## src/rtl/prbs_tx_pkg.sv

```systemverilog
package prbs_tx_pkg;

  typedef enum logic [1:0] {
    POLY_7   = 2'd0,
    POLY_23  = 2'd1,
    POLY_31  = 2'd2,
    POLY_ALT = 2'd3
  } poly_e;

  typedef struct packed {
    logic       hold;
    logic       en;
    logic [2:0] sel;
  } cfg_t;

  localparam int CFG_W = 5;
  localparam logic [2:0] SEL_ALT  = 3'd6;
  localparam logic [2:0] SEL_RSVD = 3'd7;
  localparam int NUM_POLY = 3;

  function automatic int poly_len(input int g);
    return (g == 0) ? 7 : (g == 1) ? 23 : 31;
  endfunction

  function automatic int poly_tap(input int g);
    return (g == 0) ? 6 : (g == 1) ? 18 : 28;
  endfunction

endpackage

```

## src/rtl/prbs_tx_cfg_reg.sv

```systemverilog
module prbs_tx_cfg_reg
  import prbs_tx_pkg::*;
#(
  parameter int REG_W = 16
) (
  input  logic             clk,
  input  logic             rst_n,
  input  logic             wr_en,
  input  logic [REG_W-1:0] wr_data,
  output cfg_t             cfg,
  output logic [REG_W-1:0] rd_data
);
  cfg_t cfg_q;
  logic unused_wr_hi;

  assign unused_wr_hi = ^wr_data[REG_W-1:CFG_W];

  always_ff @(posedge clk or negedge rst_n) begin
    if (!rst_n)     cfg_q <= '0;
    else if (wr_en) cfg_q <= cfg_t'(wr_data[CFG_W-1:0]);
  end

  assign cfg     = cfg_q;
  assign rd_data = {{(REG_W-CFG_W){1'b0}}, cfg_q};

  a_r2_write_lands: assert property (@(posedge clk) disable iff (!rst_n)
    wr_en |=> rd_data == {{(REG_W-CFG_W){1'b0}}, $past(wr_data[CFG_W-1:0])});
  a_r2_no_write_stable: assert property (@(posedge clk) disable iff (!rst_n)
    !wr_en |=> $stable(rd_data));
endmodule

```

## src/rtl/prbs_tx_lfsr.sv

```systemverilog
module prbs_tx_lfsr #(
  parameter int LEN    = 7,
  parameter int TAP    = 6,
  parameter int WORD_W = 16
) (
  input  logic              clk,
  input  logic              rst_n,
  input  logic              run,
  input  logic              restart,
  output logic [WORD_W-1:0] word
);
  logic [LEN-1:0] state;
  logic [LEN-1:0] nxt;

  always_comb begin
    logic [LEN-1:0] s;
    logic fb;
    s    = restart ? '1 : state;
    word = '0;
    for (int i = 0; i < WORD_W; i++) begin
      fb      = s[LEN-1] ^ s[TAP-1];
      word[i] = fb;
      s       = {s[LEN-2:0], fb};
    end
    nxt = s;
  end

  always_ff @(posedge clk or negedge rst_n) begin
    if (!rst_n)   state <= '1;
    else if (run) state <= nxt;
  end

  a_r9_never_locked: assert property (@(posedge clk) disable iff (!rst_n)
    state != '0);
  a_r9_idle_holds: assert property (@(posedge clk) disable iff (!rst_n)
    !run |=> $stable(state));
endmodule

```

## src/rtl/prbs_tx_pattern_gen.sv

```systemverilog
module prbs_tx_pattern_gen
  import prbs_tx_pkg::*;
#(
  parameter int DATA_W = 16,
  parameter int REG_W  = 16
) (
  input  logic              clk,
  input  logic              rst_n,
  input  logic              cfg_wr_en,
  input  logic [REG_W-1:0]  cfg_wr_data,
  output logic [REG_W-1:0]  cfg_rd_data,
  input  logic              force_prbs,
  input  logic [DATA_W-1:0] usr_data,
  output logic [DATA_W-1:0] tx_data
);
  localparam logic [DATA_W-1:0] ALT_WORD = {(DATA_W/2){2'b01}};

  cfg_t cfg;
  logic       eff_en, eff_hold, active, restart, invert;
  logic [2:0] eff_sel;
  poly_e      poly, poly_q;
  logic       act_q;
  logic [DATA_W-1:0] prbs_word [NUM_POLY];
  logic [DATA_W-1:0] pattern, tx_next;

  prbs_tx_cfg_reg #(.REG_W(REG_W)) u_cfg (
    .clk(clk), .rst_n(rst_n), .wr_en(cfg_wr_en), .wr_data(cfg_wr_data),
    .cfg(cfg), .rd_data(cfg_rd_data)
  );

  always_comb begin
    eff_en   = force_prbs | cfg.en;
    eff_hold = !force_prbs & cfg.hold;
    eff_sel  = (force_prbs || cfg.sel == SEL_RSVD) ? 3'd0 : cfg.sel;
    poly     = (eff_sel == SEL_ALT) ? POLY_ALT : poly_e'(eff_sel[2:1]);
    invert   = eff_sel[0];
    active   = eff_en & !eff_hold;
    restart  = active & (!act_q | (poly != poly_q));
  end

  for (genvar g = 0; g < NUM_POLY; g++) begin : g_lfsr
    logic sel_g;
    assign sel_g = active && (poly == poly_e'(g));
    prbs_tx_lfsr #(
      .LEN(poly_len(g)), .TAP(poly_tap(g)), .WORD_W(DATA_W)
    ) u_lfsr (
      .clk(clk), .rst_n(rst_n), .run(sel_g), .restart(sel_g & restart),
      .word(prbs_word[g])
    );
  end

  always_comb begin
    case (poly)
      POLY_7:  pattern = prbs_word[0];
      POLY_23: pattern = prbs_word[1];
      POLY_31: pattern = prbs_word[2];
      default: pattern = ALT_WORD;
    endcase
    if (poly != POLY_ALT && invert) pattern = ~pattern;
    if (!eff_en)       tx_next = usr_data;
    else if (eff_hold) tx_next = '0;
    else               tx_next = pattern;
  end

  always_ff @(posedge clk or negedge rst_n) begin
    if (!rst_n) begin
      tx_data <= '0;
      act_q   <= 1'b0;
      poly_q  <= POLY_7;
    end else begin
      tx_data <= tx_next;
      act_q   <= active;
      poly_q  <= poly;
    end
  end

  a_r3_user_bypass: assert property (@(posedge clk) disable iff (!rst_n)
    (!force_prbs && !cfg.en) |=> tx_data == $past(usr_data));
  a_r8_hold_zero: assert property (@(posedge clk) disable iff (!rst_n)
    (!force_prbs && cfg.en && cfg.hold) |=> tx_data == '0);
  a_r6_alt_word: assert property (@(posedge clk) disable iff (!rst_n)
    (!force_prbs && cfg.en && !cfg.hold && cfg.sel == SEL_ALT) |=> tx_data == ALT_WORD);
  a_r10_force_not_user: assert property (@(posedge clk) disable iff (!rst_n)
    (force_prbs && act_q && poly_q == POLY_7) |=> tx_data != $past(usr_data) || tx_data != '0);
endmodule

```

## config.mk

```make
export PLATFORM = sky130hd
export DESIGN_NAME = prbs_tx_pattern_gen
export DESIGN_NICKNAME = d
export VERILOG_FILES = /design/src/rtl/prbs_tx_pkg.sv /design/src/rtl/prbs_tx_cfg_reg.sv /design/src/rtl/prbs_tx_lfsr.sv /design/src/rtl/prbs_tx_pattern_gen.sv
export SDC_FILE = /design/constraint.sdc
export NUM_CORES = 1
export LEC_CHECK = 0
export ABC_CLOCK_PERIOD_IN_PS = 2000
export BUFFER_PORTS_ARGS = -buffer_cell sky130_fd_sc_hd__buf_4
export CORE_MARGIN = 2
export CORE_UTILIZATION = 45
export CTS_CLUSTER_DIAMETER = 200
export DETAILED_ROUTE_END_ITERATION = 6
export PLACE_DENSITY = 0.68
export SETUP_SLACK_MARGIN = 0.5
export SKIP_LAST_GASP = 1
export SYNTH_ARGS = -nofsm -noshare
export SYNTH_HDL_FRONTEND = slang
export SYNTH_SLANG_ARGS = --single-unit
```

## constraint.sdc

```tcl
create_clock -name clk -period 2 [get_ports clk]
set_clock_uncertainty 0.15 [all_clocks]
set_input_delay 0 -clock clk [delete_from_list [all_inputs] [get_ports clk]]
set_output_delay 0 -clock clk [all_outputs]
set_load 0.03 [all_outputs]
```

Yosys cells after proc, flatten, opt, wreduce, memory -nomap -nowiden
Cells that the tools add are included.
{"block": "word_totals", "inputBits": 36, "register_bits": 85, "elab_cells": 90, "output_inout_bits": 32}
{"block": "classes", "n_reduce_logical": 9, "bitwise_logic": 57, "n_eq_ne": 6, "muxes": 9}
{"cell": "$mux W16", "n": 3}
{"cell": "$pmux W16 S3", "n": 1}
{"cell": "$xor A1 B1 Y1", "n": 48}
{"cell": "$mux W31", "n": 1}
{"cell": "$mux W23", "n": 1}
{"cell": "$not A16 Y16", "n": 1}
{"cell": "$mux W7", "n": 1}
{"cell": "$and A1 B1 Y1", "n": 6}
{"cell": "$eq A3 B3 Y1 const B", "n": 2}
{"cell": "$logic_and A1 B1 Y1", "n": 4}
{"cell": "$logic_not A1 Y1", "n": 3}
{"cell": "$mux W3", "n": 1}
{"cell": "$eq A2 B1 Y1 const B", "n": 1}
{"cell": "$eq A2 B2 Y1 const B", "n": 1}
{"cell": "$logic_not A2 Y1", "n": 1}
{"cell": "$mux W2", "n": 1}
{"cell": "$ne A2 B2 Y1", "n": 1}
{"cell": "$ne A2 B2 Y1 const B", "n": 1}
{"cell": "$or A1 B1 Y1", "n": 2}
{"cell": "$logic_or A1 B1 Y1", "n": 1}

Logic depth before layout (Yosys ltp)
{"block": "depth", "depth_word": 18, "mapped_depth": 8, "mapped_depth_nobuf": 7}

Modules after synthesis
Synthesis repeated with hierarchy kept, for this count alone.
{"block": "unflattened", "cells_unflattened": 557, "area_unflattened_um2": 5346.4}
{"module": "prbs_tx_pattern_gen", "instances": 1, "area_each_um2": 1640.3, "seq_area_each_um2": 475.5, "cells_per_inst": 178}
{"module": "prbs_tx_lfsr (g_lfsr[2].u_lfsr)", "instances": 1, "area_each_um2": 1614.0, "seq_area_each_um2": 814.5, "cells_per_inst": 165}
{"module": "prbs_tx_lfsr (g_lfsr[1].u_lfsr)", "instances": 1, "area_each_um2": 1283.7, "seq_area_each_um2": 604.3, "cells_per_inst": 130}
{"module": "prbs_tx_lfsr (g_lfsr[0].u_lfsr)", "instances": 1, "area_each_um2": 503.0, "seq_area_each_um2": 183.9, "cells_per_inst": 57}
{"module": "prbs_tx_cfg_reg", "instances": 1, "area_each_um2": 305.3, "seq_area_each_um2": 125.1, "cells_per_inst": 27}

Least setup slack after synthesis
Ideal clock, no wire load.
{"block": "synth_path", "kind": "register to register", "startpoint": "reg u_cfg.cfg_q (netlist bit u_cfg.cfg[2])", "endpoint": "reg tx_data[0]", "required_time_ps": 1726, "period_less_slack_ps": 2341, "path_stages_with_launch": 9, "setup_time_ps": 124, "slack_ps": -341, "path_buffers": 2, "arrival_ps": 2067, "cell_sequence": "dfrtp_1 > buf_2 > nor2b_1 > o31ai_4 > a31oi_4 > buf_6 > a221oi_2 > mux2i_1 > nand2_1"}
{"block": "synth_between", "elab_chain_cells": 16, "word_cells_on_any_way": 30, "classes_between": "eq/ne: 6; mux: 9; bitwise: 9; reduce/logical: 6"}
{"element": "start, declared", "line_no": "prbs_tx_cfg_reg.sv:13", "source": "cfg_t cfg_q;"}
{"element": "start signal, assigned", "line_no": "prbs_tx_cfg_reg.sv:20", "source": "else if (wr_en) cfg_q <= cfg_t'(wr_data[CFG_W-1:0]);"}
{"element": "$eq A3 B3 Y1", "line_no": "prbs_tx_pattern_gen.sv:34", "source": "eff_sel = (force_prbs || cfg.sel == SEL_RSVD) ? 3'd0 : cfg.sel;"}
{"element": "$logic_or A1 B1 Y1", "line_no": "prbs_tx_pattern_gen.sv:34"}
{"element": "$mux W3 *", "line_no": "prbs_tx_pattern_gen.sv:34"}
{"element": "$eq A3 B3 Y1", "line_no": "prbs_tx_pattern_gen.sv:35", "source": "poly = (eff_sel == SEL_ALT) ? POLY_ALT : poly_e'(eff_sel[2:1]);"}
{"element": "$mux W2", "line_no": "prbs_tx_pattern_gen.sv:35"}
{"element": "$ne A2 B2 Y1", "line_no": "prbs_tx_pattern_gen.sv:38", "source": "restart = active & (!act_q | (poly != poly_q));"}
{"element": "$or A1 B1 Y1", "line_no": "prbs_tx_pattern_gen.sv:38"}
{"element": "$and A1 B1 Y1", "line_no": "prbs_tx_pattern_gen.sv:38"}
{"element": "$and A1 B1 Y1", "line_no": "prbs_tx_pattern_gen.sv:47", "source": ".clk(clk), .rst_n(rst_n), .run(sel_g), .restart(sel_g & restart),"}
{"element": "$mux W31 (tied with other cells)", "line_no": "prbs_tx_lfsr.sv:18", "source": "s = restart ? '1 : state;"}
{"element": "$xor A1 B1 Y1", "line_no": "prbs_tx_lfsr.sv:21", "source": "fb = s[LEN-1] ^ s[TAP-1];"}
{"element": "$pmux W16 S3", "line_no": "prbs_tx_pattern_gen.sv:53", "source": "case (poly)"}
{"element": "$not A16 Y16", "line_no": "prbs_tx_pattern_gen.sv:59", "source": "if (poly != POLY_ALT && invert) pattern = ~pattern;"}
{"element": "$mux W16 *", "line_no": "prbs_tx_pattern_gen.sv:59"}
{"element": "$mux W16 *", "line_no": "prbs_tx_pattern_gen.sv:61", "source": "else if (eff_hold) tx_next = '0;"}
{"element": "$mux W16 *", "line_no": "prbs_tx_pattern_gen.sv:60", "source": "if (!eff_en) tx_next = usr_data;"}
{"element": "named net tx_next[0]", "line_no": "prbs_tx_pattern_gen.sv:24", "source": "logic [DATA_W-1:0] pattern, tx_next;"}
{"element": "end signal, assigned", "line_no": "prbs_tx_pattern_gen.sv:71", "source": "tx_data <= tx_next;"}
{"element": "end, declared", "line_no": "prbs_tx_pattern_gen.sv:14", "source": "output logic [DATA_W-1:0] tx_data"}
Mark *: on every way through the listed nets, which the timed path passes. The rest lies on a longest branch.
A chain may end at the register's enable or synchronous reset.

Worst setup path after layout
{"block": "layout_path", "startpoint": "reg u_cfg.cfg_q (netlist bit u_cfg.cfg[1])", "endpoint": "reg tx_data[7]"}
{"block": "layout_between", "elab_chain_cells": 17, "word_cells_on_any_way": 32, "classes_between": "eq/ne: 6; mux: 9; bitwise: 11; reduce/logical: 6"}
{"element": "$eq A3 B3 Y1", "line_no": "prbs_tx_pattern_gen.sv:34"}
{"element": "$logic_or A1 B1 Y1", "line_no": "prbs_tx_pattern_gen.sv:34"}
{"element": "$mux W3 *", "line_no": "prbs_tx_pattern_gen.sv:34"}
{"element": "$eq A3 B3 Y1", "line_no": "prbs_tx_pattern_gen.sv:35"}
{"element": "$mux W2", "line_no": "prbs_tx_pattern_gen.sv:35"}
{"element": "$ne A2 B2 Y1", "line_no": "prbs_tx_pattern_gen.sv:38"}
{"element": "$or A1 B1 Y1", "line_no": "prbs_tx_pattern_gen.sv:38"}
{"element": "$and A1 B1 Y1", "line_no": "prbs_tx_pattern_gen.sv:38"}
{"element": "$and A1 B1 Y1", "line_no": "prbs_tx_pattern_gen.sv:47"}
{"element": "$mux W7", "line_no": "prbs_tx_lfsr.sv:18"}
{"element": "$xor A1 B1 Y1 (2 in a row)", "line_no": "prbs_tx_lfsr.sv:21"}
{"element": "$pmux W16 S3", "line_no": "prbs_tx_pattern_gen.sv:53"}
{"element": "$not A16 Y16", "line_no": "prbs_tx_pattern_gen.sv:59"}
{"element": "$mux W16 *", "line_no": "prbs_tx_pattern_gen.sv:59"}
{"element": "$mux W16 *", "line_no": "prbs_tx_pattern_gen.sv:61"}
{"element": "$mux W16 *", "line_no": "prbs_tx_pattern_gen.sv:60"}
{"element": "named net tx_next[7]", "line_no": "prbs_tx_pattern_gen.sv:24"}
Marked as above.

==> summary.txt <==
Floorplanning
  • CORE AREA: just over 10000 µm²
  • # rows: 37
  • Starting Density: 0.460
  • Die outline area: approximately 11000 µm²
  • Height of the die: ~110 µm
  • IO Count: a little under 70
  • Horiz. Die Dim: ~110 µm

Synth
  • Syn Area/Cell: roughly 9.6 µm²
  • Post-synthesis sequential element count: 85
  • Post-synthesis async set-or-reset flop share: 1.00
  • Top-area cell type share of the netlist area: 0.340
  • Synth Cell Area: between 4000 and 5000 µm²
  • Yosys cell types: 56
  • EDFF count, synth: 0
  • Register area share after synthesis: 0.468
  • Main synth FF type: dfstp_2
  • Area contributors post-synth: dfstp_2, dfrtp_1, nand2_1, xnor2_1, xor2_1
  • YS warnings: 0
  • Largest area contributor in the netlist: dfstp_2
  • Cell count after synthesis: 490

Route
  • Via density: about 5.7
  • First drt pass iteration count: 7
  • Total wire length: 16300 µm
  • DR WL/cell: between 20 and 25 µm
  • Via count of the routed design: approximately 4400
  • Starting DRT DRC Count: between 400 and 500
  • Antenna-violating nets left: 0
  • DRC Markers: 0

Setup path
  • Flop-to-flop setup slack: -0.27 ns
  • R2R depth: 8
  • Max FO, Critical Path: 8
  • Critical path startpoint category: flip-flop
  • WP data arrival: approximately 2.4 ns
  • Setup CP Type: flip-flop to flip-flop
  • Critical Path RT: between 2 and 2.5 ns
  • FF-to-FF End: tx_data[7]
  • CP endpoint kind: flip-flop
  • RR Startpoint: u_cfg.cfg[1]

STA
  • RSZ-0062 raised after global routing: true
  • Setup violations, final: 76
  • Setup TNS: -10.31 ns
  • Worst relative slew slack: 0.520
  • Slew Viols, Final: 0
  • Hold_ws: 0.0198 ns
  • Final Hold Fails: 0
  • Minimum clock period: between 2 and 2.5 ns
  • Slew @ Worst Pin: around 0.71 ns
  • Period utilization: 1.13
  • Max frequency: about 0.44 GHz
  • Setup ws final: -0.267 ns

Cells and area
  • Area growth syn-to-layout: 58.5%
  • # diodes: 0
  • Most common cell after layout, fill and taps aside: buf_4
  • Final #Nets: between 600 and 700
  • Share of post-route cells with drive strength above 1: 0.508
  • Final Instance Area: ~7500 µm²
  • Non-Filler Instances: 778
  • Commonest non-fill, non-tap cells in the layout: buf_4, nand2_1, dfstp_2, nor2_1, xnor2_1

GRT
  • Grt ovf: 0
  • Met2 usage: 0.484
  • Initial antenna violation count: 0
  • Largest net degree at the start of global routing: 44
  • Global routing's busiest layer: met2
  • GRT met3 Usage: 0.0558
  • Gr usage total: 0.284
  • GRT met1 Usage: 0.348
  • Vias in the first global route: around 4600
  • First-pass GRT wire length: approximately 25000 µm

Power
  • Combinational fraction of design power: 0.510
  • Maximum vdd ir drop: roughly 0.73 mV
  • PD cells: between 1000 and 1500 nW/µm²
  • Clock power frac: 0.155
  • Net Sw Frac: 0.427
  • Leakage: between 3 and 4 nW
  • NetSw: 0.00400 W
  • P_int: about 0.0054 W
  • Sequential Power Share: 0.335

Clocking
  • Root Driver: clkbuf_8
  • Max H-tree Level: 3
  • Worst-Skew Late Latency: approximately 0.37 ns
  • CTS Sinks: between 80 and 90
  • Worst-path clk slew: approximately 0.1 ns
  • Max clock buf depth: 2
  • Total CTS buffers: 9
  • CTS tree: yes

Placed design
  • Dpl cell area: roughly 5700 µm²
  • Dpl hpwl: about 9400 µm
  • Dpl cells: 696
  • Gpl congestion: roughly 0.95
  • Dpl ws: -0.301 ns
  • Port Buffers: 45

Run status
  • Status: finished, violations left
  • Failing checks: setup timing

Min path
  • Hold Path Class: input pin to async pin

Flow run
  • Max Cap Violations: 0
## cell type report
class,count,area [µm²]
Timing Repair Buffer,166,1760
Multi-Input combinational cell,369,3080
Clock buffer,9,124
Sequential cell,85,2210
Fill cell,649,2770
Tap cell,136,170
Inverter,6,22.5
Clock inverter,7,101
## through the flow
step                power, W  utilization
finish               0.00936        0.730
global route         0.00969        0.730
CTS                  0.00877        0.695
detailed placement   0.00642        0.554
global placement     0.00635        0.554
floorplan            0.00524            -
## kinds of logic after synthesis
group	synth area share
and+or+nand+nor	0.165
AOI/OAI and AO/OA	0.189
other	0.000796
DFF	0.468
xor gates and xnor gates	0.0912
muxes	0.0353
buffers and inverters	0.0500
## per-layer routing
| layer | wire [µm] | vias up |
|---|---|---|
| met1 | 6110 | 2214 |
| li1 | - | 1977 |
| met5 | 0 | - |
| met2 | 8590 | 185 |
| met3 | 918 | 57 |
| met4 | 629 | 0 |
## power groups by stage
stage / clock network (W) / logic [W] / registers [W]
floorplan: 0 / 0.00206 / 0.00318
global placement: 0 / 0.00329 / 0.00306
detailed placement: 0 / 0.00333 / 0.00309
CTS: 0.00142 / 0.00428 / 0.00307
global route: 0.00153 / 0.00498 / 0.00318
finish: 0.00145 / 0.00477 / 0.00314
## critical path, stage by stage (launching register included)
cell and delay (ns):
dfrtp_2 0.47, buf_4 0.16, a21boi_4 0.19, o21a_1 0.23
a31oi_4 0.09, buf_12 0.19, a221oi_2 0.27, mux2i_1 0.30
nand2_1 0.08
## worst max-delay path by stage
stage,startpoint,end,slack [ns]
floorplan,u_cfg.cfg[1],tx_data[0],-0.23
global placement,u_cfg.cfg[2],tx_data[8],-0.27
detailed placement,u_cfg.cfg[2],tx_data[8],-0.30
CTS,u_cfg.cfg[2],tx_data[2],-0.22
global route,u_cfg.cfg[1],tx_data[7],-0.34
finish,u_cfg.cfg[1],tx_data[7],-0.27
## synth_stat cells, types with 4 or more instances
library cell,instances
nand2_1,97
dfstp_2,61
nor2_1,41
xnor2_1,26
dfrtp_1,24
xor2_1,23
o31ai_1,21
o21ai_1,17
a21oi_1,16
clkbuf_1,16
nor3_1,14
buf_4,11
mux2i_1,11
o21ai_0,11
buf_2,8
a221oi_2,7
inv_1,6
nor2b_1,6
buf_1,5
mux2_2,5
a221oi_1,4
and2_1,4
and3_1,4
## registers in the layout, summed over array words and instances, names as in the netlist
name,cells
g_lfsr.u_lfsr.state,61
tx_data,16
u_cfg.cfg,5
poly_q,2
act_q,1
## repair_timing
item                       4_1_cts  5_1_grt
gates cloned                    12        0
hold endpoints to repair        67        0
setup endpoints to repair       77       77
setup buffers                   18       12
resized for setup               88       41
hold buffers                    24        0
pin swaps                       27       27
Note: power is estimated with default switching activity, not from simulation.
